File: src/rtl/ack_poll_pkg.sv
package ack_poll_pkg;
  typedef enum logic [1:0] {
    CMD_START = 2'd0,
    CMD_BYTE  = 2'd1,
    CMD_STOP  = 2'd2
  } bus_cmd_e;

  typedef enum logic [2:0] {
    ST_IDLE,
    ST_START,
    ST_ADDR,
    ST_STOP_NAK,
    ST_GAP,
    ST_STOP_OK,
    ST_STOP_TO
  } poll_state_e;
endpackage

File: src/rtl/ap_gap_timer.sv
module ap_gap_timer #(
  parameter int unsigned GAP_W = 8
) (
  input  logic             clk_i,
  input  logic             rst_ni,
  input  logic             load_i,
  input  logic [GAP_W-1:0] gap_i,
  output logic             expired_o
);
  logic [GAP_W-1:0] cnt_q;

  always_ff @(posedge clk_i or negedge rst_ni) begin
    if (!rst_ni)            cnt_q <= '0;
    else if (load_i)        cnt_q <= gap_i;
    else if (cnt_q != '0)   cnt_q <= cnt_q - 1'b1;
  end

  assign expired_o = (cnt_q == '0);

  p_count_down_r3: assert property (@(posedge clk_i) disable iff (!rst_ni)
    (!load_i && cnt_q != '0) |=> (cnt_q == $past(cnt_q) - 1'b1));
endmodule

File: src/rtl/ap_probe_counter.sv
module ap_probe_counter #(
  parameter int unsigned CNT_W = 8
) (
  input  logic             clk_i,
  input  logic             rst_ni,
  input  logic             clr_i,
  input  logic             inc_i,
  input  logic [CNT_W-1:0] max_i,
  output logic [CNT_W-1:0] cnt_o,
  output logic             last_o
);
  logic [CNT_W-1:0] cnt_q;
  logic [CNT_W:0]   next_ext;

  always_ff @(posedge clk_i or negedge rst_ni) begin
    if (!rst_ni)     cnt_q <= '0;
    else if (clr_i)  cnt_q <= '0;
    else if (inc_i)  cnt_q <= cnt_q + 1'b1;
  end

  // the probe in flight is the last one if its ordinal reaches the limit
  assign next_ext = {1'b0, cnt_q} + 1'b1;
  assign last_o   = (next_ext >= {1'b0, max_i});
  assign cnt_o    = cnt_q;

  p_no_wrap_r6: assert property (@(posedge clk_i) disable iff (!rst_ni)
    inc_i |-> (cnt_q != '1));
endmodule

File: src/rtl/ap_seq_fsm.sv
module ap_seq_fsm
  import ack_poll_pkg::*;
#(
  parameter int unsigned ADDR_W = 7,
  localparam int unsigned BYTE_W = ADDR_W + 1
) (
  input  logic              clk_i,
  input  logic              rst_ni,
  input  logic              start_i,
  input  logic [ADDR_W-1:0] dev_addr_i,
  input  logic              hold_bus_i,
  input  logic              done_i,
  input  logic              ack_i,
  input  logic              last_i,
  input  logic              gap_expired_i,
  output logic              cnt_clr_o,
  output logic              cnt_inc_o,
  output logic              gap_load_o,
  output logic              req_o,
  output logic [1:0]        cmd_o,
  output logic [BYTE_W-1:0] data_o,
  output logic              busy_o,
  output logic              ready_o,
  output logic              timeout_o
);
  poll_state_e       state_q, state_d;
  logic [ADDR_W-1:0] addr_q;
  logic              ready_q, tmo_q;
  logic              accept;
  bus_cmd_e          cmd;

  assign accept = (state_q == ST_IDLE) && start_i;

  always_comb begin
    state_d = state_q;
    unique case (state_q)
      ST_IDLE:     if (start_i) state_d = ST_START;
      ST_START:    if (done_i)  state_d = ST_ADDR;
      ST_ADDR:
        if (done_i) begin
          if (ack_i)       state_d = hold_bus_i ? ST_IDLE : ST_STOP_OK;
          else if (last_i) state_d = ST_STOP_TO;
          else             state_d = ST_STOP_NAK;
        end
      ST_STOP_NAK: if (done_i)        state_d = ST_GAP;
      ST_GAP:      if (gap_expired_i) state_d = ST_START;
      ST_STOP_OK:  if (done_i)        state_d = ST_IDLE;
      ST_STOP_TO:  if (done_i)        state_d = ST_IDLE;
      default:                        state_d = ST_IDLE;
    endcase
  end

  always_ff @(posedge clk_i or negedge rst_ni) begin
    if (!rst_ni) begin
      state_q <= ST_IDLE;
      addr_q  <= '0;
      ready_q <= 1'b0;
      tmo_q   <= 1'b0;
    end else begin
      state_q <= state_d;
      if (accept) begin
        addr_q  <= dev_addr_i;
        ready_q <= 1'b0;
        tmo_q   <= 1'b0;
      end else if (done_i) begin
        if ((state_q == ST_ADDR && ack_i && hold_bus_i) || state_q == ST_STOP_OK)
          ready_q <= 1'b1;
        if (state_q == ST_STOP_TO)
          tmo_q <= 1'b1;
      end
    end
  end

  always_comb begin
    unique case (state_q)
      ST_START: cmd = CMD_START;
      ST_ADDR:  cmd = CMD_BYTE;
      default:  cmd = CMD_STOP;
    endcase
  end

  assign req_o      = (state_q != ST_IDLE) && (state_q != ST_GAP);
  assign cmd_o      = cmd;
  assign data_o     = {addr_q, 1'b0};
  assign busy_o     = (state_q != ST_IDLE);
  assign ready_o    = ready_q;
  assign timeout_o  = tmo_q;
  assign cnt_clr_o  = accept;
  assign cnt_inc_o  = (state_q == ST_ADDR) && done_i;
  assign gap_load_o = (state_q == ST_STOP_NAK) && done_i;

  p_req_hold_r10: assert property (@(posedge clk_i) disable iff (!rst_ni)
    (req_o && !done_i) |=> (req_o && $stable(cmd_o) && $stable(data_o)));

  p_rw_zero_r2: assert property (@(posedge clk_i) disable iff (!rst_ni)
    (req_o && cmd_o == CMD_BYTE) |-> (data_o[0] == 1'b0));

  p_start_origin_r3: assert property (@(posedge clk_i) disable iff (!rst_ni)
    (state_q == ST_START && $past(state_q) != ST_START)
      |-> ($past(state_q) == ST_IDLE || $past(state_q) == ST_GAP));

  p_flags_excl_r7: assert property (@(posedge clk_i) disable iff (!rst_ni)
    !(ready_o && timeout_o));

  p_ready_idle_r4: assert property (@(posedge clk_i) disable iff (!rst_ni)
    $rose(ready_o) |-> !busy_o);
endmodule

File: src/rtl/ack_poll_seq.sv
module ack_poll_seq #(
  parameter int unsigned ADDR_W = 7,
  parameter int unsigned CNT_W  = 8,
  parameter int unsigned GAP_W  = 8,
  localparam int unsigned BYTE_W = ADDR_W + 1
) (
  input  logic              clk_i,
  input  logic              rst_ni,
  input  logic              start_i,
  input  logic [ADDR_W-1:0] dev_addr_i,
  input  logic [CNT_W-1:0]  max_probes_i,
  input  logic [GAP_W-1:0]  gap_i,
  input  logic              hold_bus_i,
  output logic              req_o,
  output logic [1:0]        cmd_o,
  output logic [BYTE_W-1:0] data_o,
  input  logic              done_i,
  input  logic              ack_i,
  output logic              busy_o,
  output logic              ready_o,
  output logic              timeout_o,
  output logic [CNT_W-1:0]  probe_cnt_o
);
  logic cnt_clr, cnt_inc, last, gap_load, gap_expired;

  ap_seq_fsm #(.ADDR_W(ADDR_W)) u_fsm (
    .clk_i         (clk_i),
    .rst_ni        (rst_ni),
    .start_i       (start_i),
    .dev_addr_i    (dev_addr_i),
    .hold_bus_i    (hold_bus_i),
    .done_i        (done_i),
    .ack_i         (ack_i),
    .last_i        (last),
    .gap_expired_i (gap_expired),
    .cnt_clr_o     (cnt_clr),
    .cnt_inc_o     (cnt_inc),
    .gap_load_o    (gap_load),
    .req_o         (req_o),
    .cmd_o         (cmd_o),
    .data_o        (data_o),
    .busy_o        (busy_o),
    .ready_o       (ready_o),
    .timeout_o     (timeout_o)
  );

  ap_probe_counter #(.CNT_W(CNT_W)) u_cnt (
    .clk_i  (clk_i),
    .rst_ni (rst_ni),
    .clr_i  (cnt_clr),
    .inc_i  (cnt_inc),
    .max_i  (max_probes_i),
    .cnt_o  (probe_cnt_o),
    .last_o (last)
  );

  ap_gap_timer #(.GAP_W(GAP_W)) u_gap (
    .clk_i     (clk_i),
    .rst_ni    (rst_ni),
    .load_i    (gap_load),
    .gap_i     (gap_i),
    .expired_o (gap_expired)
  );
endmodule

File: config.mk
export PLATFORM = sky130hd
export DESIGN_NAME = ack_poll_seq
export DESIGN_NICKNAME = d
export VERILOG_FILES = /design/src/rtl/ack_poll_pkg.sv /design/src/rtl/ap_gap_timer.sv /design/src/rtl/ap_probe_counter.sv /design/src/rtl/ap_seq_fsm.sv /design/src/rtl/ack_poll_seq.sv
export SDC_FILE = /design/constraint.sdc
export NUM_CORES = 1
export LEC_CHECK = 0
export BUFFER_PORTS_ARGS = -buffer_cell sky130_fd_sc_hd__buf_2
export CAP_MARGIN = 5
export CORE_MARGIN = 2
export CORE_UTILIZATION = 30
export DETAILED_ROUTE_END_ITERATION = 10
export PLACE_DENSITY_LB_ADDON = 0.15
export SYNTH_ARGS = -nofsm -noshare
export SYNTH_HDL_FRONTEND = slang
export SYNTH_SLANG_ARGS = --single-unit
File: constraint.sdc
create_clock -name clk_i -period 2.4 [get_ports clk_i]
set_input_delay 0.24 -clock clk_i [delete_from_list [all_inputs] [get_ports clk_i]]
set_output_delay 0.24 -clock clk_i [all_outputs]
set_load 0.02 [all_outputs]
==> results.json <==
{
  "violations": "hold timing",
  "timing.hold.ws_ns": -0.0241,
  "synth-simple-area-share_pct": 21.6,
  "wl_per_cell_um": 12.1,
  "drv_cap": 0,
  "cp_max_fo": 4,
  "nets": 292,
  "fp.dieH_um": 80.3,
  "synthMuxAreaShare_pct": 4.51,
  "worst_slew_pin_slew_ns": 0.652,
  "seq_area_frac_synth_pct": 40.1,
  "hold_path_class": "in2async",
  "critPathCaptureType": "flip-flop",
  "final_common_cell": "buf_2",
  "required_ns": 2.56,
  "num_vias": 1525,
  "syn_area_mm2": 0.00175,
  "setup_viol": 0,
  "synthAdderAreaFrac_pct": 7.88,
  "synth_xor_area_share_pct": 4.01,
  "critPathMaxStageDelay_ns": 0.40,
  "ys_ff_latch": 28,
  "cts_made_buffers": 3,
  "io_buffers": 49,
  "gp_congestion": 0.831,
  "first_pass_iters": 4,
  "grt_pass1_wl_um": 6560,
  "dp_cells": 318,
  "critPathSlowestCell": "dfrtp_1",
  "rows": 27,
  "die_x_um": 80.3,
  "synth_compound_area_share_pct": 17.0,
  "coreArea_mm2": 0.00557,
  "final_cell_mix": "buf_2 (49), dfrtp_1 (28), nand2_1 (23)",
  "hold_violations": 28,
  "synth_cell_types": 40,
  "fin_skew_ns": 0.00296,
  "dpl.hpwl_um": 2940,
  "grt_usage_pct": 12.8,
  "antenna_cells": 0,
  "clkSinkCount": 28,
  "start_util_pct": 31.3,
  "initialDrtViolationCount": 73,
  "start_kind": "flip-flop",
  "drive_above_1_share_pct": 29.1,
  "ir_worst_vdd_v": 0.000466,
  "dieArea_mm2": 0.00645,
  "viasPerCell": 4.72,
  "cts-root-buf": "clkbuf_8",
  "leakage_nw": 1.06,
  "final_cell_count_no_fill": 323,
  "cts_htree_levels": 1,
  "critPathTopFamily": "compound AO/OA/AOI/OAI gates",
  "synth_ff_type": "dfrtp_1",
  "cts_tree": "built",
  "antenna_found_initial": 0,
  "synth_top_family_by_area": "simple AND/OR/NAND/NOR gates",
  "powerDensity_mw_per_mm2": 1050,
  "grt_start_max_net_pins": 29,
  "critical_path_class": "reg2reg",
  "drc": 0,
  "rsz0062_at_grt": "no",
  "syn-num-nets": 237,
  "wirelength_um": 3900,
  "async_reset_ff_share_pct": 100,
  "cp.arrival_ns": 2.25,
  "finalCritPeriodShare_pct": 87.1,
  "crit_buf_inv": 0,
  "fillerInstances": 598,
  "ys.warnings.count": 0,
  "slew_headroom_pct": 56.5,
  "crit_chain": "ha_2 -> nand3_1 -> nor2_2 -> xor2_1 -> ha_1 -> a21oi_1 -> o221ai_1 -> a31oi_1 -> a21o_1 -> a32oi_1",
  "seq_area_um2": 701,
  "fin_crit_ns": 2.09,
  "slew_violations": 0,
  "status": "finished, violations left",
  "fmax_ghz": 0.479,
  "multi_input_area_um2": 970,
  "ant_nets": 0,
  "area_growth_pct": 24.5,
  "synth_edf_count": 0,
  "post-route-util_pct": 39.0,
  "grt_pass1_vias": 1396,
  "clk_pin_slew_ns": 0.10,
  "avgSynthCellArea_um2": 8.87,
  "setup_tns_ns": 0,
  "synthCells": 197,
  "clk_latency_ns": 0.28,
  "num_io_pins": 51,
  "grt_overflow": 0,
  "clock_path_buffers": 2
}
==> path summary, 6_finish.rpt <==
path	from	endpoint	slack (ns)	cells after the start
max in group asynchronous	rst_ni	u_cnt.cnt_o[0]$_DFFE_PN0P_	2.00	1
min	rst_ni	u_fsm.timeout_o$_DFFE_PN0P_	-0.02	1
min reg2reg	u_fsm.addr_q[1]$_DFFE_PN0P_	u_fsm.addr_q[1]$_DFFE_PN0P_	0.50	1
max	u_cnt.cnt_o[1]$_DFFE_PN0P_	u_fsm.state_q[2]$_DFFE_PN0P_	0.31	10
min in group clk_i	dev_addr_i[1]	u_fsm.addr_q[1]$_DFFE_PN0P_	0.18	2
max reg2reg	u_cnt.cnt_o[1]$_DFFE_PN0P_	u_fsm.state_q[2]$_DFFE_PN0P_	0.31	10
==> Yosys cell counts (2+ instances only) <==
| master | n | area, um2 |
|---|---|---|
| dfrtp_1 | 28 | 701 |
| nand2_1 | 23 | 86.3 |
| nor2_1 | 21 | 78.8 |
| o21ai_0 | 16 | 80.1 |
| a21oi_1 | 14 | 70.1 |
| inv_1 | 12 | 45.0 |
| ha_1 | 11 | 138 |
| nand3_1 | 7 | 35.0 |
| mux2_2 | 6 | 67.6 |
| a31oi_1 | 5 | 31.3 |
| nor2b_1 | 5 | 31.3 |
| a22o_1 | 4 | 35.0 |
| nand2b_1 | 4 | 25.0 |
| xnor2_1 | 4 | 35.0 |
| xor2_1 | 4 | 35.0 |
| buf_2 | 2 | 10.0 |
| clkbuf_1 | 2 | 7.51 |
| nand3_2 | 2 | 20.0 |
| nand3b_1 | 2 | 15.0 |
| nor3_1 | 2 | 10.0 |
| nor3_4 | 2 | 32.5 |
| o21ai_1 | 2 | 10.0 |
| or3_1 | 2 | 12.5 |
==> metal layers <==
| metal | part of all wire, % | routed length (um) | vias to the layer above | track usage (%) |
|---|---|---|---|---|
| met4 | 0.44 | 17 | 0 | 2.03 |
| li1 | - | - | 800 | - |
| met1 | 48 | 1870 | 685 | 17.1 |
| met3 | 5.8 | 224 | 2 | 3.15 |
| met5 | 0 | 0 | - | 0 |
| met2 | 46 | 1790 | 38 | 21.3 |
==> power by group <==
part	switching (W)	internal, W
combinational	0.000575	0.000451
clock	0.000159	0.000223
sequential	0.000214	0.000656
total	0.000948	0.00133
==> state kept, by name, summed over array words and instances, names as in the netlist <==
register         count
u_cnt.cnt_o          8
u_fsm.addr_q         7
u_fsm.ready_o        1
u_fsm.state_q        3
u_fsm.timeout_o      1
u_gap.cnt_q          8
==> layout make-up <==
class	instances	share of cell area, %
Timing Repair Buffer	56	13.7
Clock inverter	1	1.38
Multi-Input combinational cell	151	44.6
Tap cell	72	4.14
Clock buffer	3	1.90
Sequential cell	28	32.2
Inverter	12	2.07
==> metrics by stage <==
step / instance area (um2) / worst slack, ns / total power [W]
finish: 2170 / 0.310 / 0.00228
floorplan: 1750 / 0.145 / 0.00159
global placement: 2090 / 0.284 / 0.00190
detailed placement: 2090 / 0.241 / 0.00191
global route: 2170 / 0.0114 / 0.00247
CTS: 2160 / 0.220 / 0.00231
==> kinds of logic after synthesis <==
kind of cell	after synthesis
AND/OR/NAND/NOR	74
AO/OA/AOI/OAI	50
multiplexers	7
adder cells (fa/ha/maj)	11
XOR/XNOR	8
buffers and inverters	18
other	1
flip-flops	28
==> worst register-to-register path, delay by kind of cell, from the launching register on <==
family / cells / cell delay (ns)
AO/OA/AOI/OAI: 5 / 0.64
adder cells (fa/ha/maj): 2 / 0.48
flip-flops: 1 / 0.40
AND/OR/NAND/NOR: 2 / 0.29
XOR/XNOR: 1 / 0.16
==> timing repair <==
action | in CTS | in global routing
gates resized for setup | 0 | 2
hold buffers | 0 | 0
setup endpoints to repair | 0 | 2
setup buffers | 0 | 1
(Power assumes the default switching activity.)
